$ cat src/rtl/fbscan_pkg.sv
package fbscan_pkg;

  // Offset of a pixel phase inside one byte's display time.
  function automatic int unsigned pix_pos(input int unsigned bit_i,
                                          input int unsigned phase,
                                          input int unsigned cpp);
    return bit_i * cpp + phase;
  endfunction

  // Offset at which the next read must be issued. Two registers lie
  // between the strobe and the shift load, so the strobe goes out
  // two clocks before the current byte ends.
  function automatic int unsigned prefetch_pos(input int unsigned cpp,
                                               input int unsigned ppb);
    return ppb * cpp - 3;
  endfunction

  // Clocks taken by one byte on the output.
  function automatic int unsigned byte_clocks(input int unsigned cpp,
                                              input int unsigned ppb);
    return ppb * cpp;
  endfunction

  // Width of a counter that must hold values 0..n.
  function automatic int unsigned cnt_width(input int unsigned n);
    return (n < 2) ? 1 : $clog2(n + 1);
  endfunction

endpackage

$ cat src/rtl/fbscan_addr_gen.sv
module fbscan_addr_gen #(
  parameter int                ADDR_W    = 16,
  parameter logic [ADDR_W-1:0] BASE_ADDR = 16'h0100
) (
  input  logic              clk,
  input  logic              rst_n,
  input  logic              frame_start,
  input  logic              issue,
  output logic [ADDR_W-1:0] mem_addr,
  output logic              mem_rd
);

  logic [ADDR_W-1:0] ptr_q;
  logic [ADDR_W-1:0] ptr_eff;
  logic [ADDR_W-1:0] ptr_next;

  // A frame restart seen in the same cycle as a read wins: the read
  // goes to the base address.
  always_comb begin
    ptr_eff  = frame_start ? BASE_ADDR : ptr_q;
    ptr_next = ptr_eff + ADDR_W'(1);
  end

  always_ff @(posedge clk or negedge rst_n) begin
    if (!rst_n) begin
      ptr_q    <= BASE_ADDR;
      mem_addr <= '0;
      mem_rd   <= 1'b0;
    end else begin
      mem_rd <= issue;
      if (issue) begin
        mem_addr <= ptr_eff;
        ptr_q    <= ptr_next;
      end else if (frame_start) begin
        ptr_q <= BASE_ADDR;
      end
    end
  end

endmodule

$ cat src/rtl/fbscan_line_ctl.sv
module fbscan_line_ctl #(
  parameter int LINE_BYTES = 52
) (
  input  logic clk,
  input  logic rst_n,
  input  logic line_go,
  input  logic prefetch_slot,
  input  logic byte_end,
  output logic issue,
  output logic line_busy
);

  localparam int CNT_W = fbscan_pkg::cnt_width(LINE_BYTES);

  logic [CNT_W-1:0] issued_q;
  logic [CNT_W-1:0] shown_q;
  logic             start;
  logic             more_to_fetch;
  logic             last_byte_out;

  always_comb begin
    start         = line_go && !line_busy;
    more_to_fetch = issued_q != CNT_W'(LINE_BYTES);
    last_byte_out = byte_end && (shown_q == CNT_W'(LINE_BYTES - 1));
    issue         = start || (line_busy && prefetch_slot && more_to_fetch);
  end

  always_ff @(posedge clk or negedge rst_n) begin
    if (!rst_n) begin
      line_busy <= 1'b0;
      issued_q  <= '0;
      shown_q   <= '0;
    end else if (start) begin
      line_busy <= 1'b1;
      issued_q  <= CNT_W'(1);
      shown_q   <= '0;
    end else if (line_busy) begin
      if (issue) begin
        issued_q <= issued_q + CNT_W'(1);
      end
      if (last_byte_out) begin
        line_busy <= 1'b0;
      end else if (byte_end) begin
        shown_q <= shown_q + CNT_W'(1);
      end
    end
  end

endmodule

$ cat src/rtl/fbscan_shifter.sv
module fbscan_shifter #(
  parameter int DATA_W       = 8,
  parameter int CLKS_PER_PIX = 3,
  parameter bit LSB_FIRST    = 1'b1,
  localparam int PH_W = (CLKS_PER_PIX > 1) ? $clog2(CLKS_PER_PIX) : 1
) (
  input  logic              clk,
  input  logic              rst_n,
  input  logic              rd_seen,
  input  logic [DATA_W-1:0] rdata,
  output logic              pix,
  output logic              shown,
  output logic [PH_W-1:0]   phase,
  output logic              byte_end,
  output logic              prefetch_slot
);

  localparam int BIT_W    = (DATA_W > 1) ? $clog2(DATA_W) : 1;
  localparam int POS_W    = fbscan_pkg::cnt_width(
                              fbscan_pkg::byte_clocks(CLKS_PER_PIX, DATA_W));
  localparam int PREF_POS = fbscan_pkg::prefetch_pos(CLKS_PER_PIX, DATA_W);

  logic              load_q;
  logic [DATA_W-1:0] shreg;
  logic [DATA_W-1:0] shreg_next;
  logic              head_bit;
  logic [BIT_W-1:0]  bitn;
  logic              phase_last;
  logic              bit_last;
  logic [POS_W-1:0]  pos;

  generate
    if (LSB_FIRST) begin : g_lsb
      assign shreg_next = shreg >> 1;
      assign head_bit   = shreg[0];
    end else begin : g_msb
      assign shreg_next = shreg << 1;
      assign head_bit   = shreg[DATA_W-1];
    end
  endgenerate

  always_comb begin
    phase_last    = phase == PH_W'(CLKS_PER_PIX - 1);
    bit_last      = bitn == BIT_W'(DATA_W - 1);
    pos           = POS_W'(fbscan_pkg::pix_pos(int'(bitn), int'(phase), CLKS_PER_PIX));
    byte_end      = shown && bit_last && phase_last;
    prefetch_slot = shown && (pos == POS_W'(PREF_POS));
    pix           = shown && head_bit;
  end

  // Read data is valid in the cycle after the strobe; load it then.
  always_ff @(posedge clk or negedge rst_n) begin
    if (!rst_n) begin
      load_q <= 1'b0;
    end else begin
      load_q <= rd_seen;
    end
  end

  always_ff @(posedge clk or negedge rst_n) begin
    if (!rst_n) begin
      shreg <= '0;
      shown <= 1'b0;
      phase <= '0;
      bitn  <= '0;
    end else if (load_q) begin
      shreg <= rdata;
      shown <= 1'b1;
      phase <= '0;
      bitn  <= '0;
    end else if (shown) begin
      if (phase_last) begin
        phase <= '0;
        if (bit_last) begin
          shown <= 1'b0;
        end else begin
          bitn  <= bitn + BIT_W'(1);
          shreg <= shreg_next;
        end
      end else begin
        phase <= phase + PH_W'(1);
      end
    end
  end

endmodule

$ cat src/rtl/fb_scanout.sv
module fb_scanout #(
  parameter int                ADDR_W       = 16,
  parameter int                DATA_W       = 8,
  parameter logic [ADDR_W-1:0] BASE_ADDR    = 16'h0100,
  parameter int                LINE_BYTES   = 52,
  parameter int                CLKS_PER_PIX = 3,
  parameter bit                LSB_FIRST    = 1'b1
) (
  input  logic              clk,
  input  logic              rst_n,
  input  logic              frame_start,
  input  logic              line_go,
  output logic [ADDR_W-1:0] mem_addr,
  output logic              mem_rd,
  input  logic [DATA_W-1:0] mem_rdata,
  output logic              pix_out
);

  localparam int PH_W = (CLKS_PER_PIX > 1) ? $clog2(CLKS_PER_PIX) : 1;

  // Internal events, named so the checker can observe them.
  logic            issue;
  logic            line_busy;
  logic            pix_shown;
  logic [PH_W-1:0] pix_phase;
  logic            byte_end;
  logic            prefetch_slot;

  fbscan_line_ctl #(
    .LINE_BYTES (LINE_BYTES)
  ) u_ctl (
    .clk           (clk),
    .rst_n         (rst_n),
    .line_go       (line_go),
    .prefetch_slot (prefetch_slot),
    .byte_end      (byte_end),
    .issue         (issue),
    .line_busy     (line_busy)
  );

  fbscan_addr_gen #(
    .ADDR_W    (ADDR_W),
    .BASE_ADDR (BASE_ADDR)
  ) u_addr (
    .clk         (clk),
    .rst_n       (rst_n),
    .frame_start (frame_start),
    .issue       (issue),
    .mem_addr    (mem_addr),
    .mem_rd      (mem_rd)
  );

  fbscan_shifter #(
    .DATA_W       (DATA_W),
    .CLKS_PER_PIX (CLKS_PER_PIX),
    .LSB_FIRST    (LSB_FIRST)
  ) u_shift (
    .clk           (clk),
    .rst_n         (rst_n),
    .rd_seen       (mem_rd),
    .rdata         (mem_rdata),
    .pix           (pix_out),
    .shown         (pix_shown),
    .phase         (pix_phase),
    .byte_end      (byte_end),
    .prefetch_slot (prefetch_slot)
  );

endmodule

$ cat config.mk
export PLATFORM = sky130hd
export DESIGN_NAME = fb_scanout
export DESIGN_NICKNAME = d
export VERILOG_FILES = /design/src/rtl/fbscan_pkg.sv /design/src/rtl/fbscan_addr_gen.sv /design/src/rtl/fbscan_line_ctl.sv /design/src/rtl/fbscan_shifter.sv /design/src/rtl/fb_scanout.sv
export SDC_FILE = /design/constraint.sdc
export NUM_CORES = 1
export LEC_CHECK = 0
export CAP_MARGIN = 5
export CORE_AREA = 2 2 74 76
export DETAILED_ROUTE_END_ITERATION = 6
export DIE_AREA = 0 0 76 78
export PLACE_DENSITY_LB_ADDON = 0.15
export RECOVER_POWER = 50
export SETUP_SLACK_MARGIN = 0.02
export SLEW_MARGIN = 20
export SYNTH_ARGS = -nofsm -noshare
export SYNTH_HDL_FRONTEND = slang
export SYNTH_SLANG_ARGS = --single-unit
$ cat constraint.sdc
create_clock -name clk -period 5.6 [get_ports clk]
set_input_delay 0.84 -clock clk [delete_from_list [all_inputs] [get_ports clk]]
set_output_delay 0.84 -clock clk [all_outputs]
set_load 0.02 [all_outputs]
==> reports/qor.csv <==
metric;value;unit
cts.path.max_buffers;2;
htree_levels;3;
hpwl;3850;µm
wl;5870;µm
root_buffer;clkbuf_8;
report.final.slew_viol_count;62;
cp-start-kind;flop;
final_antenna_net_count;0;
cts_tree;yes;
status;finished with violations;
drv_cap;1;
cts_buffers;9;
hold_start;u_addr.mem_rd;
avgSynthCellArea;9.55;µm²
crit_path_end_kind;flop;
ys_top_cells_by_count;nand2_1 (67), dfrtp_1 (60), nor2_1 (18);
area_growth;18.4;%
pin_count;30;
worst-path-max-fanout;33;
clk-insertion-delay-late;0.34;ns
powerDensity;410;mW/mm²
path_cells;fa_1, ha_1, fa_1, nand2_1, or4_4, o31a_1, buf_4, clkinv_1, buf_4, mux2_2;
cp.required;5.83;ns
rows;26;
layout.nets;372;
ys_seq_elements;61;
wl_per_cell;13.9;µm
grt_pass1_wl;10100;µm
max-slew-margin-rel;-114;%
drive_gt1_share;6.53;%
synth_ff_type;dfrtp_1;
hold_viol_final;0;
cts-hold-fix-buffers;0;
period_minus_slack;3.73;ns
worstMarginPinSlew;3.21;ns
diodes;0;
initial_utilization;59.8;%
peakVddDrop;0.252;mV
clock.fmax;0.268;GHz
dieArea;0.00593;mm²
final.setup.tns;0;ns
dr.pass1.iters;4;
hold_class;reg -> reg;
rsz0062_at_grt;false;
post-route-period-util;66.6;%
leakage;0.00158;µW
overflow;0;
syn_inst;316;
worstPathBufferInverterCount;3;
finalNonFillerCells;422;
path_delay_family;adder cells;
place_inst;406;
synth_nets;341;
yosys_warnings;0;
cts_resized;0;
vias_per_cell;5.57;
crit_start;u_shift.phase[1];
postCtsSetupBuffers;0;
synth-async-reset-ratio;100;%
gr-usage-all-layers;21.4;%
synth_edf_count;0;
worst_path_largest_cell_delay;0.53;ns
violations;capacitance limit, slew limit;
r2r_start;u_shift.phase[1];
clock_sinks;61;
synth_area_leaders;dfrtp_1 (50%), nand2_1 (8.3%), ha_1 (4.6%);
drc_errors;0;
synth.most_common_cell;nand2_1;
die_h;78;µm
drt-initial-drc-count;178;
nFillCells;398;
yosys.area.top_type;dfrtp_1;
worstSetupPathType;reg -> reg;
grt_pass1_vias;2257;
synth.distinct_cells;44;
portBuffers;29;
antenna_found_initial;0;
cp.arrival;3.95;ns
ys_seq_area_share;50.6;%
core-area;0.00504;mm²
via_count;2350;
clk_pin_slew;0.07;ns
fin_skew;0.00728;ns
grt_max_degree;62;
critPathSlowestCell;or4_4;
setup_viol;0;
syn_area;0.00302;mm²
synth_top_area_share;49.8;%
routabilityCongestion;0.804;
die_width;76;µm
## sequential cells by signal, indices dropped and copies added, names as in the netlist
signal	cells
u_ctl.line_busy	1
u_addr.mem_rd	1
u_shift.bitn	3
u_shift.phase	2
u_shift.shown	1
u_shift.shreg	8
u_ctl.issued_q	6
u_shift.load_q	1
u_ctl.shown_q	6
u_addr.ptr_q	16
u_addr.mem_addr	16
## cell usage in the layout, fill, tap and decap left out, types with 8 or more instances in the layout
master	n
a21oi_1	17
clkbuf_8	12
clkdlybuf4s50_1	28
dfrtp_1	60
ha_1	11
inv_1	9
mux2i_1	11
nand2_1	67
nand3_1	17
nand4_1	8
nor2_1	18
nor2b_1	8
o21ai_0	14
## per-layer routing
layer | global-route usage [%] | wire [µm]
met5 | 0 | 0
met4 | 10.5 | 129
met3 | 4.77 | 231
met2 | 34.8 | 2900
met1 | 27.3 | 2610
## final timing paths
| kind | end | slack, ns | depth (start not counted) |
|---|---|---|---|
| setup reg to reg | u_addr.mem_addr[0] | 1.87 | 10 |
| hold / removal | u_shift.load_q | 0.37 | 0 |
| min in group asynchronous | u_ctl.issued_q[5] | 1.65 | 2 |
| max in group asynchronous | u_addr.ptr_q[1] | 2.13 | 2 |
| hold reg to reg | u_shift.load_q | 0.37 | 0 |
| setup / recovery | u_addr.mem_addr[0] | 1.87 | 10 |
## power by group
part | total (µW) | switching (µW) | internal [µW]
clock | 412 | 171 | 241
combinational | 435 | 232 | 204
sequential | 619 | 84.1 | 535
total | 1470 | 486 | 980
## cell type report
cell class	count	area (µm²)	area share (%)
multi-input cells	232	1400	39.2
well taps	70	87.6	2.45
clock inverters	3	42.5	1.19
inverters	10	37.5	1.05
repair buffers	33	308	8.62
clock buffers	13	169	4.73
flip-flops and latches	61	1530	42.8
## stage by stage
stage                     cell area [µm²]  total power (µW)  hold slack [ns]  setup WS (ns)  utilization (%)
final                                3570              1470            0.369           1.87             70.8
after global routing                 3570              1560            0.382           1.36             70.8
after CTS                            3590              1480            0.370           1.88             71.1
after detailed placement             3370              1060            0.359           1.92             66.9
after global placement               3370              1040            0.376           1.98             66.9
after floorplan                      3020               907            0.468           2.27                -
## kinds of logic after synthesis
family	count (synthesis)	share of synthesized area, %
flip-flops	61	50.6
buffers and inverters	23	2.94
AND/OR/NAND/NOR	150	24.1
adder cells (fa/ha/maj)	13	5.89
multiplexers	12	4.02
XOR/XNOR	11	3.19
AO/OA/AOI/OAI	46	9.17
Note: power is estimated with default switching activity, not from simulation.
